$ cat src/rtl/vdma_pkg.sv
package vdma_pkg;
  typedef enum logic [2:0] {
    SEL_SRC_HI = 3'd0,
    SEL_SRC_LO = 3'd1,
    SEL_DST_HI = 3'd2,
    SEL_DST_LO = 3'd3,
    SEL_CTRL   = 3'd4
  } reg_sel_e;

  localparam logic [7:0] CTRL_IDLE = 8'hFF;
endpackage

$ cat src/rtl/vdma_regs.sv
module vdma_regs
  import vdma_pkg::*;
#(
  parameter int DW = 8,
  localparam int AW = 2 * DW
) (
  input  logic          clk,
  input  logic          rst,
  input  logic          we,
  input  logic [2:0]    wsel,
  input  logic [DW-1:0] wdata,
  input  logic [2:0]    rsel,
  input  logic          done,
  output logic [DW-1:0] rdata,
  output logic [AW-1:0] src,
  output logic [AW-1:0] dst,
  output logic [DW-1:0] ctrl,
  output logic          busy,
  output logic          start
);
  logic [DW-1:0] src_hi, src_lo, dst_hi, dst_lo, ctrl_q;
  logic          busy_q;

  assign start = we && (wsel == SEL_CTRL) && !busy_q;
  assign src   = {src_hi, src_lo};
  assign dst   = {dst_hi, dst_lo};
  assign ctrl  = ctrl_q;
  assign busy  = busy_q;

  always_ff @(posedge clk) begin
    if (rst) begin
      src_hi <= '0;
      src_lo <= '0;
      dst_hi <= '0;
      dst_lo <= '0;
      ctrl_q <= DW'(CTRL_IDLE);
      busy_q <= 1'b0;
    end else begin
      if (we) begin
        case (wsel)
          SEL_SRC_HI: src_hi <= wdata;
          SEL_SRC_LO: src_lo <= wdata;
          SEL_DST_HI: dst_hi <= wdata;
          SEL_DST_LO: dst_lo <= wdata;
          default: ;
        endcase
      end
      if (start) begin
        ctrl_q <= wdata;
        busy_q <= 1'b1;
      end else if (done) begin
        ctrl_q <= DW'(CTRL_IDLE);
        busy_q <= 1'b0;
      end
    end
  end

  always_ff @(posedge clk) begin
    if (rst) begin
      rdata <= '0;
    end else begin
      case (rsel)
        SEL_SRC_HI: rdata <= src_hi;
        SEL_SRC_LO: rdata <= src_lo;
        SEL_DST_HI: rdata <= dst_hi;
        SEL_DST_LO: rdata <= dst_lo;
        SEL_CTRL:   rdata <= ctrl_q;
        default:    rdata <= '0;
      endcase
    end
  end
endmodule

$ cat src/rtl/vdma_seq.sv
module vdma_seq #(
  parameter int          AW       = 16,
  parameter int          WIN_BITS = 13,
  parameter int          ALIGN    = 4,
  parameter int          LEN_BITS = 7,
  parameter logic [15:0] VBASE    = 16'h8000,
  localparam int         CNT_W    = LEN_BITS + ALIGN + 1
) (
  input  logic                clk,
  input  logic                rst,
  input  logic                start,
  input  logic [AW-1:0]       src,
  input  logic [AW-1:0]       dst,
  input  logic [LEN_BITS-1:0] len_code,
  output logic                rd_en,
  output logic [AW-1:0]       rd_addr,
  output logic [AW-1:0]       tag_addr,
  output logic                tag_last
);
  logic                active;
  logic [AW-1:0]       ptr;
  logic [WIN_BITS-1:0] off;
  logic [CNT_W-1:0]    remain;

  always_ff @(posedge clk) begin
    if (rst) begin
      active   <= 1'b0;
      ptr      <= '0;
      off      <= '0;
      remain   <= '0;
      rd_en    <= 1'b0;
      rd_addr  <= '0;
      tag_addr <= '0;
      tag_last <= 1'b0;
    end else if (start) begin
      active   <= 1'b1;
      ptr      <= {src[AW-1:ALIGN], {ALIGN{1'b0}}};
      off      <= {dst[WIN_BITS-1:ALIGN], {ALIGN{1'b0}}};
      remain   <= (CNT_W'(len_code) + CNT_W'(1)) << ALIGN;
      rd_en    <= 1'b0;
      tag_last <= 1'b0;
    end else if (active) begin
      rd_en    <= 1'b1;
      rd_addr  <= ptr;
      tag_addr <= AW'(VBASE) + AW'(off);
      tag_last <= (remain == CNT_W'(1));
      ptr      <= ptr + AW'(1);
      off      <= off + WIN_BITS'(1);
      remain   <= remain - CNT_W'(1);
      if (remain == CNT_W'(1)) active <= 1'b0;
    end else begin
      rd_en    <= 1'b0;
      tag_last <= 1'b0;
    end
  end
endmodule

$ cat src/rtl/vdma_wr.sv
module vdma_wr #(
  parameter int AW = 16,
  parameter int DW = 8
) (
  input  logic          clk,
  input  logic          rst,
  input  logic          rd_en,
  input  logic [AW-1:0] tag_addr,
  input  logic          tag_last,
  input  logic [DW-1:0] rd_data,
  output logic          vram_we,
  output logic [AW-1:0] vram_addr,
  output logic [DW-1:0] vram_wdata,
  output logic          done
);
  logic          v1, l1;
  logic [AW-1:0] a1;

  always_ff @(posedge clk) begin
    if (rst) begin
      v1         <= 1'b0;
      l1         <= 1'b0;
      a1         <= '0;
      vram_we    <= 1'b0;
      vram_addr  <= '0;
      vram_wdata <= '0;
      done       <= 1'b0;
    end else begin
      v1         <= rd_en;
      l1         <= rd_en && tag_last;
      a1         <= tag_addr;
      vram_we    <= v1;
      vram_addr  <= a1;
      vram_wdata <= rd_data;
      done       <= v1 && l1;
    end
  end
endmodule

$ cat src/rtl/vdma_copier.sv
module vdma_copier #(
  parameter int          DW       = 8,
  parameter int          WIN_BITS = 13,
  parameter int          ALIGN    = 4,
  parameter int          LEN_BITS = 7,
  parameter logic [15:0] VBASE    = 16'h8000,
  localparam int         AW       = 2 * DW
) (
  input  logic          clk,
  input  logic          rst,
  input  logic          reg_we,
  input  logic [2:0]    reg_wsel,
  input  logic [DW-1:0] reg_wdata,
  input  logic [2:0]    reg_rsel,
  output logic [DW-1:0] reg_rdata,
  output logic          busy,
  output logic          mem_rd_en,
  output logic [AW-1:0] mem_rd_addr,
  input  logic [DW-1:0] mem_rd_data,
  output logic          vram_we,
  output logic [AW-1:0] vram_addr,
  output logic [DW-1:0] vram_wdata
);
  logic [AW-1:0] src, dst, tag_addr;
  logic [DW-1:0] ctrl;
  logic          start, done, tag_last;

  vdma_regs #(.DW(DW)) u_regs (
    .clk(clk), .rst(rst), .we(reg_we), .wsel(reg_wsel), .wdata(reg_wdata),
    .rsel(reg_rsel), .done(done), .rdata(reg_rdata), .src(src), .dst(dst),
    .ctrl(ctrl), .busy(busy), .start(start)
  );

  vdma_seq #(
    .AW(AW), .WIN_BITS(WIN_BITS), .ALIGN(ALIGN), .LEN_BITS(LEN_BITS), .VBASE(VBASE)
  ) u_seq (
    .clk(clk), .rst(rst), .start(start), .src(src), .dst(dst),
    .len_code(reg_wdata[LEN_BITS-1:0]), .rd_en(mem_rd_en), .rd_addr(mem_rd_addr),
    .tag_addr(tag_addr), .tag_last(tag_last)
  );

  vdma_wr #(.AW(AW), .DW(DW)) u_wr (
    .clk(clk), .rst(rst), .rd_en(mem_rd_en), .tag_addr(tag_addr),
    .tag_last(tag_last), .rd_data(mem_rd_data), .vram_we(vram_we),
    .vram_addr(vram_addr), .vram_wdata(vram_wdata), .done(done)
  );
endmodule

$ cat config.mk
export PLATFORM = sky130hd
export DESIGN_NAME = vdma_copier
export DESIGN_NICKNAME = d
export VERILOG_FILES = /design/src/rtl/vdma_pkg.sv /design/src/rtl/vdma_regs.sv /design/src/rtl/vdma_seq.sv /design/src/rtl/vdma_wr.sv /design/src/rtl/vdma_copier.sv
export SDC_FILE = /design/constraint.sdc
export NUM_CORES = 1
export LEC_CHECK = 0
export BUFFER_PORTS_ARGS = -buffer_cell sky130_fd_sc_hd__buf_2
export CORE_ASPECT_RATIO = 1.2
export CORE_MARGIN = 3
export CORE_UTILIZATION = 52
export DETAILED_ROUTE_END_ITERATION = 16
export GPL_ROUTABILITY_DRIVEN = 0
export HOLD_SLACK_MARGIN = 0.15
export PLACE_DENSITY = 0.75
export SLEW_MARGIN = 25
export SYNTH_ARGS = -nofsm -noshare
export SYNTH_HDL_FRONTEND = slang
export SYNTH_SLANG_ARGS = --single-unit
$ cat constraint.sdc
create_clock -name clk -period 1.47 [get_ports clk]
set_input_delay 0.2205 -clock clk [delete_from_list [all_inputs] [get_ports clk]]
set_output_delay 0.2205 -clock clk [all_outputs]
set_load 0.02 [all_outputs]
==> reports/results.tsv, run 1 <==
metric	value	unit
CP top delay family	simple AND/OR/NAND/NOR gates	
Clock Sink Count	163	
Total GRT Usage	24.47	%
final routed DRC violation total	0	
Clock Latency Late Sink	430	ps
HP Class	input port to flip-flop	
Finished Cell Area	0.008905	mm^2
number of global-route vias before repair	5349	
R2R setup slack	-100	ps
grt ovf	0	
Chip Height	128.1	um
Syn Area/Cell	9.248	um^2
ys async rst share	0	%
# fillers	737	
RSZ-0062 raised after global routing	true	
f_max	0.6367	GHz
ys flop type	dfxtp_1	
initial antenna violation count	0	
Mapped Cells	698	
Slew headroom	45.98	%
Critical Path End Type	flip-flop	
WL final	18110	um
EDFF count, synth	0	
# H-tree levels	4	
CTS root buf	clkbuf_16	
antenna cells	0	
Hold Vio Cnt, Final	0	
Netlist cell types	48	
post-synthesis sequential element count	163	
Routed Antenna Nets	0	
Die Width	107.7	um
part of the cycle the worst path needs	106.8	%
worst-path fanout max	6	
setup violators final	15	
Synth top area share	50.55	%
largest stage delay on the critical path	640	ps
Seq/Total Area, Yosys	50.55	%
crit path time final	1571	ps
Pre-antenna DRT Iters	5	
Core ar.	0.01184	mm^2
most frequent cells in the layout	dfxtp_1 (150), nor2_1 (95), buf_4 (73)	
port buffer count	73	
Synth-to-Final Area Change	37.95	%
max_cap viols	0	
Hold Path Origin	reg_rsel[2]	
largest net degree at the start of global routing	41	
hold path cells	3	
ratio of cells with drive above 1 in the final layout	33.53	%
DP Area	0.007487	mm^2
Initial Utilization	54.53	%
critical path data required time	1790	ps
Clock Tree Buf Depth	2	
first-pass GRT wire length	26570	um
status	complete, but fails checks	
Num CTS Buffers	17	
type of element launching the critical path	flip-flop	
IO Pins	76	
Hold Path End	u_regs.rdata[2]$_SDFF_PP0_	
pwr dens	1096	mW/mm^2
final worst setup slack	-100.6	ps
row cnt	43	
Synthesis Warnings	0	
worst path arrival time	1890	ps
commonest non-fill, non-tap cell in the layout	dfxtp_1	
Max Slew Vio Count	0	
CTS tree	done	
DP HPWL	10780	um
largest area contributor in the netlist	dfxtp_1	
Via Count	5735	
cells along the critical path	or4_4 -> nor4_2 -> xnor2_1 -> a21oi_1	
Synth area leaders	dfxtp_1 (51%), mux2i_1 (6.4%), nor2_1 (5.8%)	
Nets	873	
CP max stage cell	or4_4	
initial drt markers	425	
Layout Skew	7.652	ps
R2R depth	4	
vias per cell	5.661	
DIE AREA	0.01379	mm^2
failing checks	setup timing	
reg2reg start	u_seq.remain[3]$_SDFFE_PP0P_	
Leak	0.003507	uW
Max VDD drop	716.2	uV
worst flop-to-flop path endpoint	u_seq.remain[10]$_SDFFE_PP0P_	
Layout Utilization	75.23	%
total power	9764	uW
clock transition at the registers of the reported paths	70	ps
worst path bufs/invs	0	
post-synth design cell area	0.006455	mm^2
kind of critical path	flip-flop to flip-flop	
Least-Margin Pin Slew	809.2	ps
routed len/inst	17.88	um
-- synthesized netlist by cell type (2+ instances only) --
| cell type | count |
|---|---|
| a22oi_1 | 14 |
| and2_1 | 3 |
| xor2_1 | 8 |
| and3_1 | 2 |
| o22a_1 | 7 |
| a21oi_1 | 30 |
| nor2_1 | 99 |
| xnor2_1 | 29 |
| nand3b_1 | 5 |
| mux2i_1 | 41 |
| nand3_1 | 15 |
| o21bai_1 | 9 |
| nor2b_1 | 41 |
| o21ai_0 | 3 |
| nand2b_1 | 5 |
| a31o_2 | 2 |
| nor4_1 | 15 |
| dfxtp_1 | 163 |
| buf_2 | 6 |
| inv_1 | 6 |
| buf_1 | 2 |
| or4_1 | 2 |
| or3_1 | 4 |
| nand2_1 | 63 |
| mux2_2 | 7 |
| clkbuf_1 | 40 |
| ha_1 | 5 |
| nand4_1 | 9 |
| nor3_1 | 17 |
| a211oi_1 | 25 |
| buf_4 | 3 |
| and3b_1 | 2 |
-- layout make-up --
class,count,area (um^2),area share (%)
Multi-Input combinational cell,478,3457,38.82
Sequential cell,163,3284,36.88
Timing Repair Buffer,177,1378,15.47
Clock buffer,18,439.2,4.932
Tap cell,157,196.4,2.206
Clock inverter,14,127.6,1.433
Inverter,6,22.52,0.2529
-- worst max path at each step --
stage,startpoint,to,depth (start not counted)
finish,u_seq.remain[3]$_SDFFE_PP0P_,u_seq.remain[10]$_SDFFE_PP0P_,4
global route,u_seq.ptr[2]$_SDFFE_PP0P_,u_seq.ptr[14]$_SDFFE_PP0P_,4
detailed placement,u_seq.remain[4]$_SDFFE_PP0P_,u_seq.remain[10]$_SDFFE_PP0P_,4
global placement,u_seq.remain[4]$_SDFFE_PP0P_,u_seq.remain[7]$_SDFFE_PP0P_,4
CTS,u_seq.remain[3]$_SDFFE_PP0P_,u_seq.remain[8]$_SDFFE_PP0P_,4
floorplan,u_seq.remain[5]$_SDFFE_PP0P_,u_seq.remain[9]$_SDFFE_PP0P_,5
-- registers in the layout, indices dropped and copies added, names as in the netlist, 12 cells and up --
signal          flops
u_seq.rd_addr      16
u_seq.remain       12
u_seq.tag_addr     14
u_wr.a1            14
u_seq.ptr          16
u_wr.vram_addr     14
u_seq.off          13
-- logic make-up (layout without fill, tap and decap cells) --
logic type	after synthesis	count (layout)	synth area share, %
multiplexers	48	48	7.579
other	1	2	0.05810
XOR/XNOR	37	37	5.020
buffers and inverters	58	215	3.683
AND/OR/NAND/NOR	289	289	21.85
AO/OA/AOI/OAI	97	97	10.29
adder cells (fa/ha/maj)	5	5	0.9692
flip-flops	163	163	50.55
-- through the flow --
stage          setup slack [ps]  hold slack, ps  TNS, ps  cells
3_5_place_dp             -250.9           422.0    -2652    948
3_3_place_gp             -153.9           417.2    -1292    948
6_report                 -100.6           195.5   -665.3   1013
4_1_cts                  -103.7           188.8    -1015    998
5_1_grt                  -181.3           211.2    -3699   1013
2_1_floorplan            -75.86           348.7   -347.7    699
-- routing by layer --
| metal | GRT usage, % | share of wire (%) |
|---|---|---|
| met1 | 29.12 | 39 |
| met4 | 11.14 | 4.0 |
| met5 | 0 | 0 |
| met3 | 5.088 | 6.1 |
| met2 | 42.20 | 51 |
-- power breakdown --
group          switching [uW]  total [uW]  internal (uW)
Clock                    1880        4270           2390
Combinational             484         900            416
Sequential               82.6        4590           4510
Total                    2450        9760           7320
-- what timing repair did --
| action | in CTS | in global routing |
|---|---|---|
| resized for setup | 34 | 74 |
| setup buffers | 3 | 14 |
| setup endpoints to repair | 32 | 78 |
| pin swaps | 12 | 34 |
| gates cloned | 1 | 2 |
| hold buffers | 14 | 0 |
| endpoints found under the hold margin | 25 | 0 |
-- worst register-to-register path: cells and delay by family (launching register included) --
family	cells	cell delay, ps
compound gates	1	90
xor+xnor	1	170
simple gates	2	870
flops	1	330
(Power assumes the default switching activity.)
==> inputs of run 2 (changes only) <==
==> constraint.sdc (replaced) <==
create_clock -name clk -period 1.47 [get_ports clk]
set_input_delay 0.294 -clock clk [delete_from_list [all_inputs] [get_ports clk]]
set_output_delay 0.294 -clock clk [all_outputs]
set_load 0.02 [all_outputs]
==> run 2 against run 1 <==
  * The flow still finishes with violations (setup timing)
  * Count of clock-buffer cells in the layout is 4 higher
  * Worst hold slack better by 1.4 ps
  * Worst setup slack got worse by 59 ps
  * Clock skew grew 9.0 ps
  * Die area is the same
  * Critical endpoint is now u_seq.rd_addr[6]$_SDFFE_PP0P_
  * Largest power group unchanged
==> reports/results.tsv, run 2 (synthesis results as in run 1) <==
metric	value	unit
IO Pins	76	
DP Area	0.007507	mm^2
CP max stage cell	dfxtp_2	
total power	9745	uW
part of the cycle the worst path needs	110.9	%
Sequential cell area	0.003282	mm^2
DP HPWL	10540	um
Critical Path End Type	flip-flop	
kind of critical path	flip-flop to flip-flop	
grt ovf	0	
Routed Antenna Nets	0	
antenna cells	0	
top sig layer	met4	
f_max	0.6137	GHz
RSZ-0062 raised after global routing	true	
port buffer count	73	
worst-path fanout max	8	
# fillers	817	
ratio of cells with drive above 1 in the final layout	30.81	%
failing checks	setup timing	
CTS tree	done	
initial antenna violation count	0	
first-pass GRT wire length	25160	um
Chip Height	128.1	um
Least-Margin Pin Slew	600.9	ps
Die Width	107.7	um
commonest non-fill, non-tap cell in the layout	dfxtp_1	
Max VDD drop	653.9	uV
DIE AREA	0.01379	mm^2
Clock Latency Late Sink	430	ps
Layout Skew	16.67	ps
Synth-to-Final Area Change	34.58	%
CTS root buf	clkbuf_16	
wire length on met1	6972	um
Regs by FF count	u_seq.ptr: 16 flops, u_seq.rd_addr: 16 flops	
area of the multi-input gates	0.003358	mm^2
largest net degree at the start of global routing	41	
Via Count	5522	
# H-tree levels	4	
pwr dens	1122	mW/mm^2
max_cap viols	0	
Hold Vio Cnt, Final	0	
status	complete, but fails checks	
Total GRT Usage	22.65	%
final worst setup slack	-159.6	ps
Clock Sink Count	163	
row cnt	43	
critical path data required time	1770	ps
most frequent cells in the layout	dfxtp_1 (150), nor2_1 (98), buf_4 (75)	
Slew headroom	59.79	%
final routed DRC violation total	0	
vias per cell	5.500	
Nets	865	
setup violators final	40	
Pre-antenna DRT Iters	5	
Max Slew Vio Count	0	
Core ar.	0.01184	mm^2
cells along the critical path	nor4b_4 -> buf_4 -> buf_6 -> a21boi_4 -> buf_12 -> mux2i_1 -> nor2_1	
initial drt markers	301	
Initial Utilization	54.53	%
largest stage delay on the critical path	360	ps
worst path arrival time	1930	ps
Sum Neg Setup Slack	-2943	ps
Clock Tree Buf Depth	2	
crit path time final	1630	ps
Finished Cell Area	0.008687	mm^2
routed length on met2	8244	um
clock transition at the registers of the reported paths	60	ps
number of global-route vias before repair	5392	
met3 WL post-DR	856	um
WL final	16600	um
Leak	0.003528	uW
Layout Utilization	73.39	%
type of element launching the critical path	flip-flop	
Num CTS Buffers	17	
HP Class	input port to flip-flop	
routed len/inst	16.53	um
==> run 2: critical path: cells and delay by family, from the launching register on <==
family	cells	cell delay (ps)
buffers and inverters	3	450
AND/OR/NAND/NOR	2	140
flip-flops	1	360
multiplexers	1	250
AO/OA/AOI/OAI	1	280
==> run 2: metrics by stage <==
stage	hold WS [ps]	std cells	setup slack, ps
after floorplan	405.7	699	-75.86
after global placement	416.3	954	-148.1
after detailed placement	416.0	954	-215.9
after CTS	184.8	995	-88.54
after global routing	211.6	1004	-180.1
final	196.9	1004	-159.6
==> run 2: metal layers <==
layer | global-route usage (%) | up-vias
met5 | 0 | -
li1 | - | 2656
met4 | 9.955 | 0
met1 | 27.08 | 2620
met3 | 5.592 | 50
met2 | 38.47 | 196
==> run 2: area by class of cell <==
| cell class | instances | share of cell area, % |
|---|---|---|
| clock buffers | 22 | 5.459 |
| clock inverters | 9 | 1.210 |
| inverters | 6 | 0.2593 |
| multi-input cells | 478 | 38.66 |
| flip-flops and latches | 163 | 37.78 |
| well taps | 157 | 2.261 |
| repair buffers | 169 | 14.37 |
==> run 2: final timing paths <==
path         slack (ps)  cells past startpoint                            end                startpoint
min reg2reg         430                      1   u_wr.vram_addr[4]$_SDFF_PP0_     u_wr.a1[4]$_SDFF_PP0_
max reg2reg        -160                      7  u_seq.rd_addr[6]$_SDFFE_PP0P_  u_regs.busy$_SDFFE_PP0P_
min                 200                      3  u_regs.dst_hi[5]$_SDFFE_PP0P_              reg_wdata[5]
max                -160                      7  u_seq.rd_addr[6]$_SDFFE_PP0P_  u_regs.busy$_SDFFE_PP0P_
==> run 2: what timing repair did <==
action | in CTS | in global routing
setup endpoints to repair | 22 | 67
gates resized for setup | 19 | 61
hold buffers | 9 | 0
pin swaps | 8 | 30
hold endpoints to repair | 9 | 0
setup buffers | 1 | 7
cloned | 0 | 2
==> run 2: report_power, final <==
part           switching [uW]  internal [uW]  total [uW]
Clock                    1720           2610        4330
Sequential               78.9           4510        4590
Combinational             450            369         819
Total                    2250           7490        9750
==> inputs of run 3 (changes only) <==
--- a/config.mk
+++ b/config.mk
@@ -8,11 +8,11 @@
 export BUFFER_PORTS_ARGS = -buffer_cell sky130_fd_sc_hd__buf_2
 export CORE_ASPECT_RATIO = 1.2
 export CORE_MARGIN = 3
-export CORE_UTILIZATION = 52
+export CORE_UTILIZATION = 35
 export DETAILED_ROUTE_END_ITERATION = 16
 export GPL_ROUTABILITY_DRIVEN = 0
 export HOLD_SLACK_MARGIN = 0.15
-export PLACE_DENSITY = 0.75
+export PLACE_DENSITY = 0.54
 export SLEW_MARGIN = 25
 export SYNTH_ARGS = -nofsm -noshare
 export SYNTH_HDL_FRONTEND = slang
==> run 3 against run 2 <==
  * The flow still finishes with violations (setup timing)
  * Sequential share of layout area is 1.1 points lower
  * Power is 4.4% higher
  * Cell area grew 2.9%
  * Critical path type unchanged
  * Largest cell class unchanged
  * Largest power group is now clock
==> reports/results.tsv, run 3 (synthesis results as in run 1) <==
metric	value	unit
Layout Utilization	50.13	%
DIE AREA	0.02011	mm^2
port buffer count	73	
CTS tree	done	
pwr dens	1138	mW/mm^2
f_max	0.6271	GHz
Hold Vio Cnt, Final	0	
final worst setup slack	-124.7	ps
routed len/inst	15.21	um
Chip Height	154.8	um
worst path arrival time	1910	ps
filler-free cell count of the finished design	1071	
CP top delay family	simple AND/OR/NAND/NOR gates	
largest net degree at the start of global routing	43	
Num CTS Buffers	17	
kind of critical path	flip-flop to flip-flop	
vias per cell	4.865	
initial antenna violation count	0	
DP HPWL	11270	um
Critical Path End Type	flip-flop	
final routed DRC violation total	0	
Synth-to-Final Area Change	38.53	%
placed insts	1020	
worst path bufs/invs	1	
Max Slew Vio Count	0	
setup violators final	42	
total power	10180	uW
CP max stage cell	or4_4	
Layout Skew	9.714	ps
worst-path fanout max	5	
Clock Latency Late Sink	430	ps
Core ar.	0.01784	mm^2
Die Width	130.0	um
failing checks	setup timing	
RSZ-0062 raised after global routing	true	
crit path time final	1595	ps
Nets	868	
Least-Margin Pin Slew	544.1	ps
Pre-antenna DRT Iters	6	
Leak	0.003565	uW
status	complete, but fails checks	
Max VDD drop	798.6	uV
ratio of cells with drive above 1 in the final layout	31.96	%
pre-CTS setup slack	-178.6	ps
Total GRT Usage	16.17	%
first-pass GRT wire length	25580	um
Regs by FF count	u_seq.ptr: 16 flops, u_seq.rd_addr: 16 flops	
most frequent cells in the layout	dfxtp_1 (155), nor2_1 (93), buf_2 (72)	
antenna cells	0	
cells along the critical path	or4_4 -> buf_6 -> nor4_4 -> xnor2_1 -> a21oi_1	
commonest non-fill, non-tap cell in the layout	dfxtp_1	
Clock Sink Count	163	
Clock Tree Buf Depth	2	
Initial Utilization	36.19	%
# fillers	1665	
Routed Antenna Nets	0	
HP Class	input port to flip-flop	
initial drt markers	278	
Via Count	5210	
CTS root buf	clkbuf_16	
max_cap viols	0	
WL final	16290	um
type of element launching the critical path	flip-flop	
grt ovf	0	
IO Pins	76	
part of the cycle the worst path needs	108.5	%
Slew headroom	63.59	%
largest stage delay on the critical path	550	ps
# H-tree levels	4	
clock transition at the registers of the reported paths	60	ps
row cnt	53	
critical path data required time	1790	ps
number of global-route vias before repair	4962	
## run 3: path summary, 6_finish.rpt
check	startpoint	endpoint	slack [ps]	cells after the start
worst max-delay path	u_seq.remain[5]$_SDFFE_PP0P_	u_seq.remain[9]$_SDFFE_PP0P_	-120	5
worst min-delay path	reg_wdata[7]	u_regs.dst_lo[7]$_SDFFE_PP0P_	180	3
worst max register to register	u_seq.remain[5]$_SDFFE_PP0P_	u_seq.remain[9]$_SDFFE_PP0P_	-120	5
worst min register to register	u_seq.tag_last$_SDFF_PP0_	u_wr.l1$_SDFF_PP0_	430	1
## run 3: metal layers
metal	part of all wire, %	vias up	track usage (%)
met5	0	-	0
met4	3.5	0	8.218
met3	3.7	32	3.834
met2	49	107	25.95
met1	44	2405	20.11
li1	-	2666	-
## run 3: report_power, final
part	internal, uW	switching, uW
Sequential	4510	72.4
Combinational	404	455
Clock	2940	1790
## run 3: worst register-to-register path, cell delays in order, from the launching register on
cell     delay [ps]
dfxtp_2         320
or4_4           550
buf_6           160
nor4_4          220
xnor2_1         150
a21oi_1          80
## run 3: repair_timing
action	CTS	global route
setup endpoints to repair	23	64
gates resized for setup	25	71
endpoints found under the hold margin	8	0
hold buffers	8	0
buffers inserted	2	4
pin swaps	7	18
gates cloned	0	6
## run 3: layout make-up
cell class	instances	area (um^2)	share of cell area, %
Clock inverter	12	176.4	1.973
Clock buffer	20	456.7	5.107
Inverter	6	22.52	0.2519
Multi-Input combinational cell	479	3358	37.55
Tap cell	220	275.3	3.078
Timing Repair Buffer	171	1378	15.41
Sequential cell	163	3276	36.63
## run 3: stage by stage
step           cell area [um^2]  TNS (ps)  hold WS, ps
2_1_floorplan              6487    -347.7        405.7
5_1_grt                    8942     -6096        166.0
6_report                   8942     -2629        175.7
3_5_place_dp               7596     -7609        413.9
4_1_cts                    8457    -701.8        157.8
3_3_place_gp               7596     -4466        408.2
